<file path="src/rtl/sdcke_pkg.sv">
package sdcke_pkg;

    typedef enum logic [1:0] {
        ST_RUN,
        ST_SUSP,
        ST_PDN
    } cke_state_t;

    typedef enum logic [2:0] {
        CMD_NOP = 3'd0,
        CMD_ACT = 3'd1,
        CMD_RD  = 3'd2,
        CMD_WR  = 3'd3,
        CMD_PRE = 3'd4,
        CMD_REF = 3'd5,
        CMD_MRS = 3'd6
    } cmd_t;

    localparam int NUM_CMD = 7;

endpackage

</file>
<file path="src/rtl/sdcke_cmd_decode.sv">
module sdcke_cmd_decode
    import sdcke_pkg::*;
(
    input  logic cs_n,
    input  logic ras_n,
    input  logic cas_n,
    input  logic we_n,
    output cmd_t cmd
);

    always_comb begin
        if (cs_n) begin
            cmd = CMD_NOP;              // decoder disabled: deselect
        end else begin
            unique case ({ras_n, cas_n, we_n})
                3'b011:  cmd = CMD_ACT;
                3'b101:  cmd = CMD_RD;
                3'b100:  cmd = CMD_WR;
                3'b010:  cmd = CMD_PRE;
                3'b001:  cmd = CMD_REF;
                3'b000:  cmd = CMD_MRS;
                default: cmd = CMD_NOP; // 111 and 110
            endcase
        end
    end

endmodule

</file>
<file path="src/rtl/sdcke_fsm.sv">
module sdcke_fsm
    import sdcke_pkg::*;
(
    input  logic clk,
    input  logic rst_n,
    input  logic cke,
    input  logic all_idle,
    output logic accept,
    output logic clk_en,
    output logic suspend,
    output logic pdown
);

    cke_state_t state_q;
    cke_state_t state_d;

    always_comb begin
        state_d = state_q;
        unique case (state_q)
            ST_RUN: begin
                if (!cke) state_d = all_idle ? ST_PDN : ST_SUSP;
            end
            ST_SUSP: begin
                if (cke) state_d = ST_RUN;
            end
            ST_PDN: begin
                if (cke) state_d = ST_RUN;
            end
            default: state_d = ST_RUN;
        endcase
    end

    always_ff @(posedge clk or negedge rst_n) begin
        if (!rst_n) state_q <= ST_RUN;
        else        state_q <= state_d;
    end

    always_comb begin
        accept  = 1'b0;
        clk_en  = 1'b0;
        suspend = 1'b0;
        pdown   = 1'b0;
        unique case (state_q)
            ST_RUN:  begin accept = 1'b1; clk_en = 1'b1; end
            ST_SUSP: suspend = 1'b1;
            ST_PDN:  pdown   = 1'b1;
            default: begin accept = 1'b1; clk_en = 1'b1; end
        endcase
    end

    p_susp_entry_r5: assert property (@(posedge clk) disable iff (!rst_n)
        (clk_en && !cke && !all_idle) |=> suspend);

    p_pdn_entry_r7: assert property (@(posedge clk) disable iff (!rst_n)
        (clk_en && !cke && all_idle) |=> pdown);

    p_pdn_hold_r7: assert property (@(posedge clk) disable iff (!rst_n)
        (pdown && !cke) |=> pdown);

    p_wake_r8: assert property (@(posedge clk) disable iff (!rst_n)
        (!clk_en && cke) |=> clk_en);

    p_flags_excl_r9: assert property (@(posedge clk) disable iff (!rst_n)
        !(suspend && pdown) && (clk_en == !(suspend || pdown)));

endmodule

</file>
<file path="src/rtl/sdram_cke_front.sv">
module sdram_cke_front
    import sdcke_pkg::*;
(
    input  logic clk,
    input  logic rst_n,
    input  logic cke,
    input  logic cs_n,
    input  logic ras_n,
    input  logic cas_n,
    input  logic we_n,
    input  logic all_idle,
    output logic clk_en,
    output logic suspend,
    output logic pdown,
    output logic stb_act,
    output logic stb_rd,
    output logic stb_wr,
    output logic stb_pre,
    output logic stb_ref,
    output logic stb_mrs,
    output logic stb_nop
);

    localparam logic [NUM_CMD-1:0] ONE = {{(NUM_CMD-1){1'b0}}, 1'b1};

    logic               accept;
    cmd_t               cmd;
    logic [NUM_CMD-1:0] stb_q;

    sdcke_fsm u_fsm (
        .clk      (clk),
        .rst_n    (rst_n),
        .cke      (cke),
        .all_idle (all_idle),
        .accept   (accept),
        .clk_en   (clk_en),
        .suspend  (suspend),
        .pdown    (pdown)
    );

    sdcke_cmd_decode u_dec (
        .cs_n  (cs_n),
        .ras_n (ras_n),
        .cas_n (cas_n),
        .we_n  (we_n),
        .cmd   (cmd)
    );

    // One registered pulse per accepted edge; none while stopped
    always_ff @(posedge clk or negedge rst_n) begin
        if (!rst_n)      stb_q <= '0;
        else if (accept) stb_q <= ONE << cmd;
        else             stb_q <= '0;
    end

    assign stb_nop = stb_q[CMD_NOP];
    assign stb_act = stb_q[CMD_ACT];
    assign stb_rd  = stb_q[CMD_RD];
    assign stb_wr  = stb_q[CMD_WR];
    assign stb_pre = stb_q[CMD_PRE];
    assign stb_ref = stb_q[CMD_REF];
    assign stb_mrs = stb_q[CMD_MRS];

    p_one_strobe_r2: assert property (@(posedge clk) disable iff (!rst_n)
        clk_en |=> ($countones(stb_q) == 1));

    p_frozen_r6: assert property (@(posedge clk) disable iff (!rst_n)
        !clk_en |=> (stb_q == '0));

    p_desel_r3: assert property (@(posedge clk) disable iff (!rst_n)
        (clk_en && cs_n) |=> stb_nop);

endmodule

</file>
<file path="config.mk">
export PLATFORM = sky130hd
export DESIGN_NAME = sdram_cke_front
export DESIGN_NICKNAME = d
export VERILOG_FILES = /design/src/rtl/sdcke_pkg.sv /design/src/rtl/sdcke_cmd_decode.sv /design/src/rtl/sdcke_fsm.sv /design/src/rtl/sdram_cke_front.sv
export SDC_FILE = /design/constraint.sdc
export NUM_CORES = 1
export LEC_CHECK = 0
export ABC_AREA = 1
export BUFFER_PORTS_ARGS = -buffer_cell sky130_fd_sc_hd__buf_4
export CORE_MARGIN = 8
export CORE_UTILIZATION = 30
export CTS_CLUSTER_SIZE = 30
export DETAILED_ROUTE_END_ITERATION = 8
export GPL_TIMING_DRIVEN = 0
export SLEW_MARGIN = 15
export SYNTH_ARGS = -nofsm -noshare
export SYNTH_HDL_FRONTEND = slang
export SYNTH_SLANG_ARGS = --single-unit
</file>
<file path="constraint.sdc">
create_clock -name clk -period 1.59 [get_ports clk]
set_clock_uncertainty 0.15 [all_clocks]
set_input_delay 0.477 -clock clk [delete_from_list [all_inputs] [get_ports clk]]
set_output_delay 0.477 -clock clk [all_outputs]
set_load 0.01 [all_outputs]
</file>
==> results.sh <==
export IMPL_status="finished, violations left"
export IMPL_violations="setup timing"
export IMPL_first_iter_violations=9
export IMPL_grt_max_degree=10
export IMPL_ys_seq_area_frac=0.529
export IMPL_clock_sinks=9
export IMPL_met3_usage=0.0138
export IMPL_finalHoldViolations=0
export IMPL_io_pins=18
export IMPL_synth_area_leaders="dfrtp_1 (53%), ha_1 (8.8%), inv_1 (8.8%)"
export IMPL_io_buffers=17
export IMPL_syn_avg_cell_area_um2=8.68
export IMPL_cts_root_buf="clkbuf_4"
export IMPL_finalWorstSetupSlack_ns=-0.132
export IMPL_hpwl_um=710
export IMPL_netlist_area_um2=425
export IMPL_die_area_mm2=0.00288
export IMPL_cts_tree="built"
export IMPL_drtPass1Iterations=6
export IMPL_die_w_um=53.7
export IMPL_worstPathRequired_ns=0.96
export IMPL_critPathCaptureType="primary output"
export IMPL_final_core_util=0.517
export IMPL_antenna_found_initial=0
export IMPL_synth_seq_cells=9
export IMPL_wire_per_inst_um=10.1
export IMPL_clock_latency_ns=0.25
export IMPL_netlist_area_leader_share=0.529
export IMPL_routed_via_density=4.33
export IMPL_rows=13
export IMPL_preCtsSetupSlack_ns=-0.108
export IMPL_max_freq_mhz=581
export IMPL_rsz0062_at_grt="true"
export IMPL_vias=394
export IMPL_numCtsBuffers=3
export IMPL_start_util=0.323
export IMPL_crit_fanout=2
export IMPL_crit_path_cell_trace="inv_2 > ha_4 > inv_4 > buf_6"
export IMPL_setup_viol=3
export IMPL_grtUsageMet1=0.0748
export IMPL_grt_pass1_vias=395
export IMPL_wirelength_um=923
export IMPL_grtUsageMet2=0.115
export IMPL_syn_nets=60
export IMPL_hp_class="primary input to flop"
export IMPL_p_leak_nw=0.379
export IMPL_period_minus_slack_ns=1.72
export IMPL_max_stage_delay_ns=0.36
export IMPL_postSynthCellCount=49
export IMPL_clockBufferDepth=2
export IMPL_p_total_w=0.00110
export IMPL_grt_use_total=0.0702
export IMPL_globalRoute_busiestLayer="met2"
export IMPL_overflow=0
export IMPL_grt_pass1_wl_um=1510
export IMPL_critical_path_slowest_cell="dfrtp_1"
export IMPL_slew_violations=0
export IMPL_fin_tns_setup_ns=-0.360
export IMPL_globalplace_congestion=0.823
export IMPL_powerDensity_mw_per_mm2=1610
export IMPL_drcViolationCount=0
export IMPL_area_growth_syn_to_layout_pct=60.0
export IMPL_yosysWarnings=0
export IMPL_final_nets=88
export IMPL_arrival_ns=1.10
export IMPL_yosysTopAreaCell="dfrtp_1"
export IMPL_start_kind="flop"
export IMPL_worstMarginPinSlew_ns=0.164
export IMPL_ys_types=10
export IMPL_crit_type="flop to primary output"
export IMPL_drive_gt1_frac=0.421
export IMPL_chipHeight_um=53.7
export IMPL_drv_cap=0
export IMPL_htree_levels=1
export IMPL_final_antenna_net_count=0
export IMPL_clkTransAtPathRegs_ns=0.06
export IMPL_max_slew_margin=0.890
export IMPL_core_mm2=0.00132
export IMPL_num_antenna_cells=0
export IMPL_irDropWorstVdd_uv=679
export IMPL_finalCritPeriodShare=1.08
==> cell usage after synthesis, drive strengths merged <==
cell and count:
nor3 1, inv 10, nor2 8, nand2 9, ha 3, dfrtp 9, nand3 6, nand4 3
==> flip-flops by register name, summed over array words and instances, names as in the netlist <==
| name | flops |
|---|---|
| u_fsm.state_q | 2 |
| stb_q | 7 |
==> stage by stage <==
step                      cells  hold slack, ns  area (um^2)
after floorplan              49          0.0314          425
after global placement       81           0.153          572
after detailed placement     81           0.153          572
after CTS                    91           0.347          681
after global routing         91           0.343          681
final                        91           0.347          681
==> per-layer routing <==
metal	share of wire	wire, um
met5	0	0
met1	0.44	402
met3	0.056	52
met4	0.021	19
met2	0.49	448
==> cells in the final DEF (no fill, tap or decap), drive strengths merged <==
cell / netlist / routed
dlygate4sd3: 0 / 1
nand3: 6 / 6
ha: 3 / 3
clkbuf: 0 / 4
nand2: 9 / 9
nor3: 1 / 1
dfrtp: 9 / 9
inv: 10 / 10
nor2: 8 / 8
nand4: 3 / 3
buf: 0 / 22
==> critical path, delay by kind of cell (launching register included) <==
kind	cells	cell delay [ns]
flip-flops	1	0.36
buffers and inverters	3	0.20
adder cells (fa/ha/maj)	1	0.28
==> cells by family (layout without fill, tap and decap cells) <==
group	Yosys count	after routing	share of synthesized area
and+or+nand+nor	27	27	0.294
buffers and inverters	10	37	0.0882
DFF	9	9	0.529
adders and majority gates	3	3	0.0882
==> power by group <==
part	leakage [nW]	internal, W	switching, W
combinational	0.243	0.000337	0.000293
clock	0.0150	0.0000963	0.0000742
sequential	0.121	0.000274	0.0000209
==> worst paths after layout <==
path,start,to,slack (ns),cells past startpoint
setup reg to reg,u_fsm.state_q[1],stb_q[4],0.21,6
min in group asynchronous,rst_n,stb_q[1],0.43,2
max in group asynchronous,rst_n,stb_q[0],0.73,2
hold / removal,cas_n,stb_q[1],0.35,3
hold reg to reg,u_fsm.state_q[1],u_fsm.state_q[1],0.50,3
setup / recovery,u_fsm.state_q[0],clk_en,-0.13,4
==> layout make-up <==
type / instances / area, um^2
clock buffers: 4 / 26.3
fillers: 132 / 637
inverters: 10 / 40.0
multi-input cells: 30 / 188
flip-flops and latches: 9 / 225
well taps: 15 / 18.8
repair buffers: 23 / 183
==> what timing repair did <==
item | CTS | global route
endpoints found under the setup margin | 3 | 3
setup buffers | 5 | 0
hold buffers | 1 | 0
pin swaps | 1 | 0
hold endpoints to repair | 9 | 0
resized for setup | 9 | 0
Note: power is estimated with default switching activity, not from simulation.
